File: src/rtl/adc_trig_timer.sv
module adc_trig_timer #(
  parameter int BASE_EXP = 7,
  parameter int SEL_W    = 4,
  localparam int CNT_W   = BASE_EXP + (1 << SEL_W) - 1
) (
  input  logic             clk,
  input  logic             rst_n,
  input  logic             stop_req,
  input  logic             dbg_req,
  input  logic             conv_busy,
  input  logic             wr_en,
  input  logic [1:0]       wr_mode,
  input  logic [SEL_W-1:0] wr_psel,
  output logic             trig,
  output logic [CNT_W-1:0] count
);
  localparam logic [1:0] MODE_PER = 2'b01;
  localparam logic [1:0] MODE_INT = 2'b10;

  logic [1:0]       mode_q;
  logic [SEL_W-1:0] psel_q;
  logic             done_q, frz_q, trig_q;
  logic [CNT_W-1:0] cnt_q;

  wire             mode_ok = (mode_q == MODE_PER) || (mode_q == MODE_INT);
  wire             frz_now = dbg_req & (frz_q | ~conv_busy);
  wire [SEL_W-1:0] inv_sel = ~psel_q;
  wire [CNT_W-1:0] tc      = {CNT_W{1'b1}} >> inv_sel;
  wire             run     = mode_ok & ~stop_req & ~frz_now & ~done_q;
  wire             hit     = run & (cnt_q == tc);

  always_ff @(posedge clk or negedge rst_n) begin
    if (!rst_n) begin
      mode_q <= '0;
      psel_q <= '0;
      done_q <= 1'b0;
      frz_q  <= 1'b0;
      trig_q <= 1'b0;
      cnt_q  <= '0;
    end else begin
      frz_q  <= frz_now;
      trig_q <= hit & ~wr_en;
      if (stop_req) begin
        mode_q <= '0;
        psel_q <= '0;
        done_q <= 1'b0;
        cnt_q  <= '0;
      end else if (wr_en) begin
        mode_q <= wr_mode;
        psel_q <= wr_psel;
        done_q <= 1'b0;
        cnt_q  <= '0;
      end else if (!run) begin
        cnt_q  <= '0;
      end else if (hit) begin
        cnt_q  <= '0;
        done_q <= (mode_q == MODE_INT);
      end else begin
        cnt_q  <= cnt_q + 1'b1;
      end
    end
  end

  assign trig  = trig_q;
  assign count = cnt_q;
endmodule

File: config.mk
export PLATFORM = sky130hd
export DESIGN_NAME = adc_trig_timer
export DESIGN_NICKNAME = d
export VERILOG_FILES = /design/src/rtl/adc_trig_timer.sv
export SDC_FILE = /design/constraint.sdc
export NUM_CORES = 1
export LEC_CHECK = 0
export BUFFER_PORTS_ARGS = -buffer_cell sky130_fd_sc_hd__buf_4
export CAP_MARGIN = 0
export CORE_MARGIN = 1.5
export CORE_UTILIZATION = 44
export DETAILED_ROUTE_END_ITERATION = 6
export PLACE_DENSITY = 0.75
export SETUP_SLACK_MARGIN = 0.3
export SYNTH_ARGS = -nofsm -noshare
export SYNTH_HDL_FRONTEND = slang
export SYNTH_SLANG_ARGS = --single-unit
export TNS_END_PERCENT = 10
File: constraint.sdc
create_clock -name clk -period 2.1 [get_ports clk]
set_clock_uncertainty 0.2 [all_clocks]
set_input_delay 0.21 -clock clk [delete_from_list [all_inputs] [get_ports clk]]
set_output_delay 0.21 -clock clk [all_outputs]
set_load 0.01 [all_outputs]
==> impl_metrics.json <==
{
  "synthFlopType": "dfrtp_1",
  "clk_latency_ns": 0.28,
  "rsz0062_at_grt": "yes",
  "place.port_buffers": 34,
  "area_growth_pct": 35.2,
  "min_period_ns": 2.44,
  "wl_met3_microns": 236,
  "grt_pass1_wl_microns": 7160,
  "final_core_util": 0.623,
  "syn_area_per_cell_sq_um": 9.06,
  "met1_length_microns": 2130,
  "synth.distinct_cells": 43,
  "crit_arrival_ns": 2.41,
  "drtAntennaViolNets": 0,
  "finalHoldViolCount": 0,
  "p_leak_uw": 0.00116,
  "cts_root_buffer": "clkbuf_8",
  "grt_util_all_layers": 0.210,
  "max_freq_mhz": 410,
  "synth_nets": 219,
  "place.detailed.hpwl_microns": 3160,
  "dr.pass1.iters": 4,
  "synth_edf_count": 0,
  "critPathKind": "flip-flop to flip-flop",
  "worst_slew_pin_slew_ns": 0.428,
  "dieHeight_microns": 68.0,
  "ir_drop_uv": 283,
  "drt_iter0_drc": 74,
  "clockBufferDepth": 2,
  "viasPerCell": 5.29,
  "yosysWarnings": 0,
  "grt_pass1_vias": 1522,
  "start_util": 0.461,
  "worstReg2RegEnd": "count[13]",
  "place_ws_ns": -0.288,
  "startpoint_type": "flip-flop",
  "antenna_found_initial": 0,
  "ys_ff_latch": 31,
  "grt_max_degree": 32,
  "tritoncts": "yes",
  "setup_tns_ns": -6.60,
  "netlist_instances": 205,
  "die-area_sq_mm": 0.00462,
  "seq_area_frac_synth": 0.418,
  "drv_cap": 0,
  "crit_path_max_fanout": 19,
  "power.density_mw_per_mm2": 491,
  "cts_buffers": 5,
  "violations": "setup timing",
  "highest_layer": "met4",
  "synthAdderAreaFrac": 0.0135,
  "placementRows": 23,
  "rr_startpoint": "mode_q[0]",
  "wl_per_cell_microns": 14.0,
  "finalSetupViolCount": 21,
  "async_flop_share": 1.00,
  "crit_path_end_kind": "flip-flop",
  "reg2reg_slack_ns": -0.34,
  "synth_compound_area_frac": 0.0835,
  "hp-class": "input port to flip-flop",
  "required_ns": 2.07,
  "h-tree-depth": 2,
  "relSlewSlack": 0.713,
  "synthXorXnorAreaFrac": 0.108,
  "grt_overflow": 0,
  "r2r_cells": 9,
  "outcome": "finished with violations",
  "synth_top_family_by_area": "simple AND/OR/NAND/NOR gates",
  "core_area_sq_mm": 0.00403,
  "endpoint": "count[13]",
  "cts.sinks": 31,
  "die_w_microns": 68.0,
  "wirelength_microns": 4520,
  "via_count": 1703,
  "drive_gt1_frac": 0.298,
  "ios": 35,
  "cts_setup_buffers": 0,
  "antenna_cells": 0,
  "slew_violations": 0,
  "setup_ws_ns": -0.337,
  "min_period_over_period": 1.16,
  "gp_congestion": 0.776,
  "clkTransAtPathRegs_ns": 0.06,
  "synth_mux_area_frac": 0.0377,
  "drc": 0,
  "final_nets": 285,
  "wl_met2_microns": 2110,
  "synthSimpleGateAreaFrac": 0.269,
  "min_path_cells": 2,
  "syn-cell-area_sq_mm": 0.00186,
  "cp-startpoint": "mode_q[0]"
}
## sequential cells by signal, summed over array words and instances, names as in the netlist
name / count
frz_q: 1
mode_q: 2
count: 22
trig: 1
psel_q: 4
done_q: 1
## what timing repair did
| action | CTS | global route |
|---|---|---|
| endpoints found under the setup margin | 21 | 21 |
| gates resized for setup | 2 | 7 |
| hold buffers | 8 | 0 |
| pin swaps | 2 | 0 |
| endpoints found under the hold margin | 38 | 0 |
## cell type report
| class | instances | area (sq um) |
|---|---|---|
| clock buffer | 7 | 76.3 |
| timing repair buffer | 73 | 581 |
| fill | 347 | 1520 |
| inverter | 5 | 18.8 |
| sequential | 31 | 778 |
| multi-input combinational | 155 | 990 |
| tap | 50 | 62.6 |
| clock inverter | 1 | 5.00 |
## how the worst min path moves through the flow
stage,slack [ns],end,start
floorplan,-0.29,count[0],rst_n
global placement,-0.04,psel_q[1],rst_n
finish,0.002,trig,wr_en
global route,0.005,trig,wr_en
detailed placement,-0.04,psel_q[1],rst_n
CTS,0.0006,trig,wr_en
## logic make-up (layout without fill, tap and decap cells)
logic type      Yosys count  count (layout)
flops                    31              31
xor+xnor                 23              23
compound gates           22              22
mux                       7               7
fa+ha+maj                 2               2
simple gates            101             101
buf+inv                  19              86
## cells in the final DEF (no fill, tap or decap), drive strengths merged, types with 2 or more instances in the layout
master / count
nand2: 15
xnor2: 8
and2: 2
nor3: 8
a21oi: 5
buf: 65
and3: 5
inv: 5
ha: 2
mux2i: 7
nor4: 6
o22ai: 2
dlygate4sd3: 8
dfrtp: 31
xor2: 15
clkbuf: 7
o21ai: 3
o2bb2ai: 2
nand4: 5
a31oi: 3
nor2: 39
and2b: 2
nand3: 11
## worst max-delay path, cell delays in order, from the launching register on
cell and delay [ns]:
dfrtp_1 0.36, inv_1 0.06, ha_1 0.31, or4b_4 0.54
a21oi_4 0.16, nand3_2 0.11, nor4_4 0.18, a21o_1 0.19
buf_12 0.15, nor2_1 0.06
## per-stage QoR
stage	total power [uW]	cell area [sq um]	cells	hold slack [ns]
6_report	1230	2510	322	0.00164
5_1_grt	1300	2510	322	0.00488
4_1_cts	1240	2480	322	0.000562
3_5_place_dp	781	2310	306	-0.0380
3_3_place_gp	778	2310	306	-0.0383
2_1_floorplan	714	1860	205	-0.286
## layer usage
layer | vias up | global-route usage
met3 | 6 | 0.0674
met4 | 0 | 0.0675
met1 | 812 | 0.293
met5 | - | 0
met2 | 41 | 0.307
li1 | 844 | -
## cells in the mapped netlist, types with 2 or more instances
master / n / area, sq um
nor4_1: 5 / 31.3
a31oi_1: 3 / 18.8
dfrtp_1: 31 / 776
o21ai_0: 3 / 15.0
xor2_1: 15 / 131
mux2i_1: 7 / 70.1
clkbuf_1: 3 / 11.3
nand3_1: 11 / 55.1
xnor2_1: 8 / 70.1
o2bb2ai_1: 2 / 17.5
ha_1: 2 / 25.0
buf_2: 5 / 25.0
nor2_1: 39 / 146
inv_1: 5 / 18.8
and2b_1: 2 / 15.0
nor3_1: 8 / 40.0
o22ai_1: 2 / 12.5
buf_6: 3 / 33.8
a21oi_1: 4 / 20.0
and3_1: 5 / 31.3
and2_1: 2 / 12.5
nand4_1: 5 / 31.3
nand2_1: 15 / 56.3
## where the power goes
| part | internal [uW] | switching [uW] | total, uW |
|---|---|---|---|
| combinational | 86.9 | 81.3 | 168 |
| sequential | 606 | 14.6 | 621 |
| clock | 232 | 212 | 444 |
Note: power is estimated with default switching activity, not from simulation.
